`config.mk`:
```
export PLATFORM = sky130hd
export DESIGN_NAME = gs_serial_shifter
export DESIGN_NICKNAME = d
export VERILOG_FILES = /design/src/rtl/gs_shift_pkg.sv /design/src/rtl/gs_chan_regs.sv /design/src/rtl/gs_phase_timer.sv /design/src/rtl/gs_shift_engine.sv /design/src/rtl/gs_serial_shifter.sv
export SDC_FILE = /design/constraint.sdc
export NUM_CORES = 1
export LEC_CHECK = 0
export BUFFER_PORTS_ARGS = -buffer_cell sky130_fd_sc_hd__buf_2
export CAP_MARGIN = 20
export CORE_ASPECT_RATIO = 1.1
export CORE_MARGIN = 2
export CORE_UTILIZATION = 45
export CTS_CLUSTER_DIAMETER = 50
export CTS_CLUSTER_SIZE = 10
export DETAILED_ROUTE_END_ITERATION = 7
export SYNTH_ARGS = -nofsm -noshare
export SYNTH_HDL_FRONTEND = slang
export SYNTH_SLANG_ARGS = --single-unit
```
`constraint.sdc`:
```
create_clock -name clk -period 2.55 [get_ports clk]
set_input_delay 0.255 -clock clk [delete_from_list [all_inputs] [get_ports clk]]
set_output_delay 0.255 -clock clk [all_outputs]
set_load 0.02 [all_outputs]
```
`src/rtl/gs_shift_pkg.sv`:
```
package gs_shift_pkg;
  typedef enum logic [2:0] {
    ST_IDLE,
    ST_PRE_HI,
    ST_PRE_LO,
    ST_SETUP,
    ST_BIT_HI,
    ST_BIT_LO,
    ST_LAT_HI,
    ST_LAT_LO
  } shift_state_e;
endpackage

```
`src/rtl/gs_chan_regs.sv`:
```
module gs_chan_regs #(
  parameter int NUM_CH = 16,
  parameter int GS_W   = 12,
  parameter int ADDR_W = 5,
  parameter int CNT_W  = 8
) (
  input  logic                   clk,
  input  logic                   rst_n,
  input  logic                   wr_valid,
  input  logic [ADDR_W-1:0]      wr_index,
  input  logic [GS_W-1:0]        wr_value,
  input  logic                   start,
  output logic [NUM_CH*GS_W-1:0] flat,
  output logic                   refresh_zero
);
  logic             wr_hit;
  logic [CNT_W-1:0] refresh_q;

  assign wr_hit = wr_valid && (32'(wr_index) < NUM_CH);

  for (genvar i = 0; i < NUM_CH; i++) begin : g_ch
    logic [GS_W-1:0] level_q;
    always_ff @(posedge clk) begin
      if (!rst_n)
        level_q <= '0;
      else if (wr_hit && (32'(wr_index) == i))
        level_q <= wr_value;
    end
    // channel 0 sits at the most significant end so it leaves first
    assign flat[(NUM_CH-1-i)*GS_W +: GS_W] = level_q;
  end

  always_ff @(posedge clk) begin
    if (!rst_n)
      refresh_q <= '0;
    else if (start)
      refresh_q <= wr_hit ? CNT_W'(1) : '0;
    else if (wr_hit && (refresh_q != '1))
      refresh_q <= refresh_q + 1'b1;
  end

  assign refresh_zero = (refresh_q == '0);

  AST_REFRESH_CLEAR: assert property (@(posedge clk) disable iff (!rst_n)
    (start && !wr_hit) |=> (refresh_q == '0));
  AST_REFRESH_COUNT: assert property (@(posedge clk) disable iff (!rst_n)
    (!start && wr_hit && (refresh_q != '1)) |=> (refresh_q == $past(refresh_q) + 1'b1));
endmodule

```
`src/rtl/gs_phase_timer.sv`:
```
module gs_phase_timer #(
  parameter int CLK_DIV = 2
) (
  input  logic clk,
  input  logic rst_n,
  input  logic run,
  output logic tick
);
  if (CLK_DIV <= 1) begin : g_direct
    assign tick = run;
  end else begin : g_count
    localparam int DW = $clog2(CLK_DIV);
    logic [DW-1:0] cnt_q;
    always_ff @(posedge clk) begin
      if (!rst_n || !run)
        cnt_q <= '0;
      else if (cnt_q == DW'(CLK_DIV-1))
        cnt_q <= '0;
      else
        cnt_q <= cnt_q + 1'b1;
    end
    assign tick = run && (cnt_q == DW'(CLK_DIV-1));
  end
endmodule

```
`src/rtl/gs_shift_engine.sv`:
```
module gs_shift_engine
  import gs_shift_pkg::*;
#(
  parameter int NUM_CH  = 16,
  parameter int GS_W    = 12,
  parameter int CLK_DIV = 2
) (
  input  logic                   clk,
  input  logic                   rst_n,
  input  logic                   frame_req,
  input  logic                   refresh_zero,
  input  logic [NUM_CH*GS_W-1:0] flat,
  output logic                   start,
  output logic                   sdata,
  output logic                   sclk,
  output logic                   latch,
  output logic                   done
);
  localparam int TOTAL = NUM_CH * GS_W;
  localparam int BW    = $clog2(TOTAL + 1);

  shift_state_e     state_q, state_d;
  logic [TOTAL-1:0] sh_q;
  logic [BW-1:0]    left_q;
  logic             done_q;
  logic             tick;
  logic             run;

  assign run   = (state_q != ST_IDLE);
  assign start = (state_q == ST_IDLE) && frame_req && !refresh_zero;

  gs_phase_timer #(.CLK_DIV(CLK_DIV)) u_timer (
    .clk  (clk),
    .rst_n(rst_n),
    .run  (run),
    .tick (tick)
  );

  always_comb begin
    state_d = state_q;
    if (state_q == ST_IDLE) begin
      if (start) state_d = ST_PRE_HI;
    end else if (tick) begin
      unique case (state_q)
        ST_PRE_HI: state_d = ST_PRE_LO;
        ST_PRE_LO: state_d = ST_SETUP;
        ST_SETUP:  state_d = ST_BIT_HI;
        ST_BIT_HI: state_d = ST_BIT_LO;
        ST_BIT_LO: state_d = (left_q == BW'(1)) ? ST_LAT_HI : ST_SETUP;
        ST_LAT_HI: state_d = ST_LAT_LO;
        ST_LAT_LO: state_d = ST_IDLE;
        default:   state_d = ST_IDLE;
      endcase
    end
  end

  always_ff @(posedge clk) begin
    if (!rst_n) begin
      state_q <= ST_IDLE;
      sh_q    <= '0;
      left_q  <= '0;
      done_q  <= 1'b0;
    end else begin
      state_q <= state_d;
      done_q  <= 1'b0;
      if (state_q == ST_IDLE) begin
        if (start) begin
          sh_q   <= flat;
          left_q <= BW'(TOTAL);
        end else if (frame_req) begin
          done_q <= 1'b1;
        end
      end else if (tick) begin
        if (state_q == ST_BIT_LO) begin
          sh_q   <= {sh_q[TOTAL-2:0], 1'b0};
          left_q <= left_q - 1'b1;
        end
        if (state_q == ST_LAT_LO) done_q <= 1'b1;
      end
    end
  end

  assign sdata = ((state_q == ST_SETUP) || (state_q == ST_BIT_HI) || (state_q == ST_BIT_LO))
                 ? sh_q[TOTAL-1] : 1'b0;
  assign sclk  = (state_q == ST_PRE_HI) || (state_q == ST_BIT_HI);
  assign latch = (state_q == ST_LAT_HI);
  assign done  = done_q;

  AST_DATA_HELD: assert property (@(posedge clk) disable iff (!rst_n)
    sclk |-> $stable(sdata));
  AST_LATCH_CLK_LOW: assert property (@(posedge clk) disable iff (!rst_n)
    latch |-> !sclk);
  AST_DONE_SINGLE: assert property (@(posedge clk) disable iff (!rst_n)
    done |=> !done);
  AST_EMPTY_SKIP: assert property (@(posedge clk) disable iff (!rst_n)
    ((state_q == ST_IDLE) && frame_req && refresh_zero) |=> (done && !sclk && !latch));
endmodule

```
`src/rtl/gs_serial_shifter.sv`:
```
module gs_serial_shifter #(
  parameter int NUM_CH  = 16,
  parameter int GS_W    = 12,
  parameter int ADDR_W  = 5,
  parameter int CNT_W   = 8,
  parameter int CLK_DIV = 2
) (
  input  logic              clk,
  input  logic              rst_n,
  input  logic              wr_valid,
  output logic              wr_ready,
  input  logic [ADDR_W-1:0] wr_index,
  input  logic [GS_W-1:0]   wr_value,
  input  logic              frame_req,
  output logic              sdata,
  output logic              sclk,
  output logic              latch,
  output logic              done
);
  logic [NUM_CH*GS_W-1:0] flat;
  logic                   refresh_zero;
  logic                   start;

  assign wr_ready = 1'b1;

  gs_chan_regs #(
    .NUM_CH(NUM_CH), .GS_W(GS_W), .ADDR_W(ADDR_W), .CNT_W(CNT_W)
  ) u_regs (
    .clk         (clk),
    .rst_n       (rst_n),
    .wr_valid    (wr_valid),
    .wr_index    (wr_index),
    .wr_value    (wr_value),
    .start       (start),
    .flat        (flat),
    .refresh_zero(refresh_zero)
  );

  gs_shift_engine #(
    .NUM_CH(NUM_CH), .GS_W(GS_W), .CLK_DIV(CLK_DIV)
  ) u_engine (
    .clk         (clk),
    .rst_n       (rst_n),
    .frame_req   (frame_req),
    .refresh_zero(refresh_zero),
    .flat        (flat),
    .start       (start),
    .sdata       (sdata),
    .sclk        (sclk),
    .latch       (latch),
    .done        (done)
  );
endmodule

```
* After elaboration in Yosys (flattened, before gate mapping)
Cells that the tools add are included.
** Word-level totals
- Bits in registers :: 405
- Input port bits :: 21
- Output and inout bits :: 5
- Logic and storage cells :: 111
** Cells by class
- Add/subtract/negate cells :: 3
- Magnitude comparators :: 1
- Equal/unequal tests :: 25
- Mux-type cells :: 22
- Reductions and logical operators :: 38
** Operators by type and width (count)
- 192-bit two-way mux :: 4
- 8-bit two-way mux :: 6
- 5-bit by 4-bit equality test with 1-bit output, second input constant :: 8
- 1-bit logical AND :: 21
- 5-bit by 3-bit equality test with 1-bit output, second input constant :: 4
- 3-bit one-hot mux with 6 select lines :: 1
- 3-bit equality test, second input constant :: 4
- 3-bit two-way mux :: 4
- 5-bit by 2-bit equality test with 1-bit output, second input constant :: 2
- 8-bit by 1-bit adder with 8-bit output, second input constant :: 1
- 8-bit by 1-bit equality test with 1-bit output, second input constant :: 1
- 8-bit zero test :: 1
- 8-bit != test, second input constant :: 1
- 8-bit by 1-bit subtractor with 8-bit output, second input constant :: 1
- 1-bit two-way mux :: 7
- 3-bit by 2-bit equality test with 1-bit output, second input constant :: 2
- 2-bit nonzero test :: 3
- 5-bit by 1-bit equality test with 1-bit output, second input constant :: 1
- 5-bit zero test :: 1
- 5-bit < comparator, second input constant :: 1
- 1-bit logical OR :: 4
- 3-bit by 1-bit equality test with 1-bit output, second input constant :: 1
- 1-bit zero test :: 3
- 3-bit zero test :: 1
- other kinds (6) :: 6

* Depth between registers and ports, before layout
- Depth in word-level cells :: 5
- Gate-level depth with buffers :: 9
- Depth with buffers taken out :: 6

* Cells and area by module
From an unflattened synthesis, not the netlist that was laid out.
** Second synthesis, totals
- Cells, all modules :: 2123
- Area total of the unflattened synthesis :: 17246.5 sq um
** By module, submodules not included
- gs_shift_engine :: instances 1, cells an instance 1148, area an instance 9306.4 sq um, seq. area each 4083.9 sq um
- gs_chan_regs :: instances 1, cells an instance 970, area an instance 7892.6 sq um, seq. area each 4003.8 sq um
- gs_phase_timer :: instances 1, cells an instance 3, area an instance 36.3 sq um, seq. area each 20.0 sq um
- gs_serial_shifter :: instances 1, cells an instance 2, area an instance 11.3 sq um, seq. area each 0.0 sq um

* Worst setup path after synthesis
No wires, ideal clock.
- Path type :: register to register
- Start :: reg u_regs.refresh_q[0]
- End :: reg u_engine.sh_q[143]
- Setup time :: 133 ps
- Arrival :: 1930 ps
- Data required time :: 2417 ps
- Path slack :: 486 ps
- Cell stages (with the launch flop) :: 10
- Buffers on the path :: 3
- Period minus slack after synthesis :: 2064 ps
- Path through :: dfxtp_1 inv_1 ha_1 or4b_4 o211a_1 buf_2 buf_4 buf_2 nor3_1 a311oi_1
** On the way
- Longest elaborated chain between the ends :: 5
** RTL lines
- start, declared :: RTL line gs_chan_regs.sv:17 : logic [CNT_W-1:0] refresh_q;
- start signal, assigned :: RTL line gs_chan_regs.sv:37 : refresh_q <= wr_hit ? CNT_W'(1) : '0;
- start signal, assigned :: RTL line gs_chan_regs.sv:39 : refresh_q <= refresh_q + 1'b1;
- 8-bit zero test :: RTL line gs_chan_regs.sv:42 : assign refresh_zero = (refresh_q == '0);
- 1-bit zero test :: RTL line gs_shift_engine.sv:30 : assign start = (state_q == ST_IDLE) && frame_req && !refresh_zero;
- 1-bit logical AND :: RTL line gs_shift_engine.sv:30
- 2-bit != test (no source line)
- 3-bit AND reduction (no source line)
- end signal, assigned :: RTL line gs_shift_engine.sv:68 : sh_q <= flat;
- end signal, assigned :: RTL line gs_shift_engine.sv:75 : sh_q <= {sh_q[TOTAL-2:0], 1'b0};
- end, declared :: RTL line gs_shift_engine.sv:23 : logic [TOTAL-1:0] sh_q;
Every way passes these cells.
A chain may end at the register's enable or synchronous reset.

* Final worst setup path
- Start :: reg u_engine.state_q[2]
- End :: reg u_engine.sh_q[27]
** On the way
- Longest elaborated chain between the ends :: 5
- Elaborated cells on any way between the ends :: 11
- Those cells by class :: eq/ne (2); mux (1); reduce/logical (8)
** RTL lines
- start, declared :: RTL line gs_shift_engine.sv:22 : shift_state_e state_q, state_d;
- start signal, assigned :: RTL line gs_shift_engine.sv:64 : state_q <= state_d;
- 3-bit zero test :: RTL line gs_shift_engine.sv:30, gs_shift_engine.sv:66
- 1-bit logical AND (2 in a row) :: RTL line gs_shift_engine.sv:30
- 2-bit != test (no source line)
- 3-bit AND reduction (no source line)
Parallel ways exist; a longest one is shown, timed or not.

==> flow_metrics.tcl <==
set metrics [dict create \
    die_w_um 189 \
    regToRegSetupSlack_ns 0.16 \
    worstSetupStartpointType "flop" \
    crit_arrival_ns 2.87 \
    antenna_left 0 \
    gp_congestion 0.758 \
    min_from "rst_n" \
    netlist_area_um2 16900 \
    synthFlopType "dfxtp_1" \
    vdd_drop_max_mv 0.502 \
    instances_no_fill 2447 \
    drive_gt1_share_pct 8.40 \
    pre_cts_ws_ns 0.273 \
    area_growth_pct 9.77 \
    die_y_um 207 \
    period_minus_slack_ns 2.39 \
    critPathKind "reg -> reg" \
    grt_first_pass_wirelength_mm 73.4 \
    dp_cells 2387 \
    ff2ff_path_depth 5 \
    cts_hold_buf 0 \
    vias_per_cell 5.89 \
    top_layer "met4" \
    cap_violations 0 \
    drc_errors 0 \
    hold_viol 0 \
    insertion_delay_ns 0.57 \
    synth_top_area_share_pct 47.9 \
    worstReg2RegEnd "u_engine.sh_q[27]$_SDFFE_PN0P_" \
    pin_count 26 \
    wl_met1_mm 20.3 \
    r2r_start "u_engine.state_q[2]$_SDFFE_PN0P_" \
    cts_buffers 48 \
    final_common_cell "nand2_1" \
    nets 1968 \
    yosysUniqueCellTypes 53 \
    ctsResizeCount 0 \
    syn_area_per_cell_um2 8.25 \
    grt_overflow 0 \
    rows 74 \
    wl_mm 44.9 \
    portBuffers 24 \
    grt.total_usage_pct 22.7 \
    grt_antenna_before_repair 0 \
    power.density_nw_per_um2 767 \
    fin_worst_skew_ns 0.0218 \
    worst_pin_slew_ns 1.19 \
    synth_warnings 0 \
    path_clk_slew_ns 0.05 \
    root_buffer "clkbuf_16" \
    worstHoldPathCells 2 \
    antennaDiodeCount 0 \
    ys_ff_latch 405 \
    finalPower_mw 14.2 \
    avgRoutedWirePerCell_um 18.4 \
    core_um2 37100 \
    finalSetupViolCount 0 \
    rsz0062_at_grt "false" \
    dieArea_um2 39200 \
    hold_class "in -> reg" \
    yosysSeqAreaShare_pct 47.9 \
    end_kind "flop" \
    final.setup.tns_ns 0 \
    fin_crit_sh_pct 93.7 \
    hold_slack_ns 0.0610 \
    clk_path_buf_depth 3 \
    final_max_slew_viol_count 0 \
    dr.pass1.iters 5 \
    fill_cells 3535 \
    max_freq_ghz 0.419 \
    synth_cells 2050 \
    hpwl_mm 22.8 \
    status "complete, no violations" \
    finalWorstSetupSlack_ns 0.162 \
    cp_max_fo 192 \
    wl_met2_mm 21.5 \
    syn-num-nets 2075 \
    critPathRequiredTime_ns 3.03 \
    drtIter0Drc 1135 \
    ys_async_sr_fraction_pct 0 \
    synthTopCellsByArea "dfxtp_1 (48%), nand2_1 (12%), a311oi_1 (8.9%), nor3_1 (5.8%), a21oi_1 (4.2%)" \
    num_vias 14400 \
    h-tree-depth 2 \
    initial_core_util_pct 45.6 \
    holdPathEnd "u_engine.left_q[1]$_SDFFE_PN0P_" \
    wl_met3_mm 2.12 \
    p_leak_nw 5.51 \
    post_cts_buffers 0 \
    cts_tree "built" \
    synth_edf_count 0 \
    clkSinkCount 405 \
    layout_common_cells "nand2_1 (543), dfxtp_1 (405), nor3_1 (197)" \
    relSlewSlack_pct 20.8 \
    grt_max_degree 193 \
    synth_area_leader_cell "dfxtp_1" \
    grt_pass1_vias 13800 \
]
-- per-layer routing --
layer  global-route usage (%)  up-vias
li1                         -     6965
met1                     29.4     7047
met2                     39.1      314
met3                     3.18       78
met4                     6.71        0
met5                        0        -
-- worst max-delay path, stage by stage, from the launching register on --
cell      delay [ns]
dfxtp_1         0.44
nor3_4          0.28
buf_4           0.19
buf_12          0.46
nand2_1         0.23
a311oi_2        0.28
-- worst max-delay path by stage --
stage,slack (ns),startpoint,cells after the start,endpoint
floorplan,0.49,u_regs.refresh_q[0]$_SDFFE_PN0P_,9,u_engine.sh_q[143]$_SDFFE_PN0P_
global placement,0.32,u_regs.refresh_q[0]$_SDFFE_PN0P_,7,u_engine.sh_q[150]$_SDFFE_PN0P_
detailed placement,0.27,u_regs.refresh_q[0]$_SDFFE_PN0P_,7,u_engine.sh_q[125]$_SDFFE_PN0P_
CTS,0.28,u_regs.refresh_q[0]$_SDFFE_PN0P_,7,u_engine.sh_q[131]$_SDFFE_PN0P_
global route,0.13,u_engine.state_q[2]$_SDFFE_PN0P_,5,u_engine.sh_q[87]$_SDFFE_PN0P_
finish,0.16,u_engine.state_q[2]$_SDFFE_PN0P_,5,u_engine.sh_q[27]$_SDFFE_PN0P_
-- report_power, final --
group / switching (mW) / internal (mW) / leakage [nW]
Combinational: 0.832 / 0.413 / 1.55
Sequential: 0.136 / 6.59 / 3.28
Clock: 2.54 / 3.74 / 0.682
Total: 3.51 / 10.7 / 5.51
-- layout make-up --
type | count | area, um^2 | area share (%)
clock buffers | 55 | 1300 | 6.99
flip-flops and latches | 405 | 8110 | 43.7
multi-input cells | 1411 | 7750 | 41.7
repair buffers | 69 | 671 | 3.61
well taps | 494 | 618 | 3.33
clock inverters | 5 | 86.3 | 0.465
inverters | 8 | 37.5 | 0.202
-- sequential cells by signal, indices dropped and copies added, names as in the netlist --
signal / count
u_engine.sh_q: 192
u_engine.u_timer.g_count.cnt_q: 1
u_engine.state_q: 3
u_regs.g_ch.level_q: 192
u_engine.left_q: 8
u_regs.refresh_q: 8
u_engine.done: 1
-- per-stage QoR --
stage | instance area (um^2) | util, %
floorplan | 16900 | -
global placement | 17200 | 46.3
detailed placement | 17200 | 46.3
CTS | 18600 | 50.0
global route | 18600 | 50.0
finish | 18600 | 50.0
-- cell usage after synthesis, types with 20 or more instances --
master,n
buf_6,29
a311oi_2,20
nor3_1,197
dfxtp_1,405
nand3_1,117
mux2i_1,63
a21oi_1,142
a311oi_1,172
clkbuf_1,152
nand2_1,543
buf_1,28
nor2_1,72
-- kinds of logic after synthesis --
| family | count (synthesis) | synth area share [%] |
|---|---|---|
| AO/OA/AOI/OAI | 368 | 16.3 |
| multiplexers | 63 | 3.73 |
| buffers and inverters | 234 | 6.63 |
| AND/OR/NAND/NOR | 968 | 24.7 |
| XOR/XNOR | 7 | 0.362 |
| flip-flops | 405 | 47.9 |
| adder cells (fa/ha/maj) | 4 | 0.296 |
| other | 1 | 0.0222 |
Power figures use the tool's default switching activity.
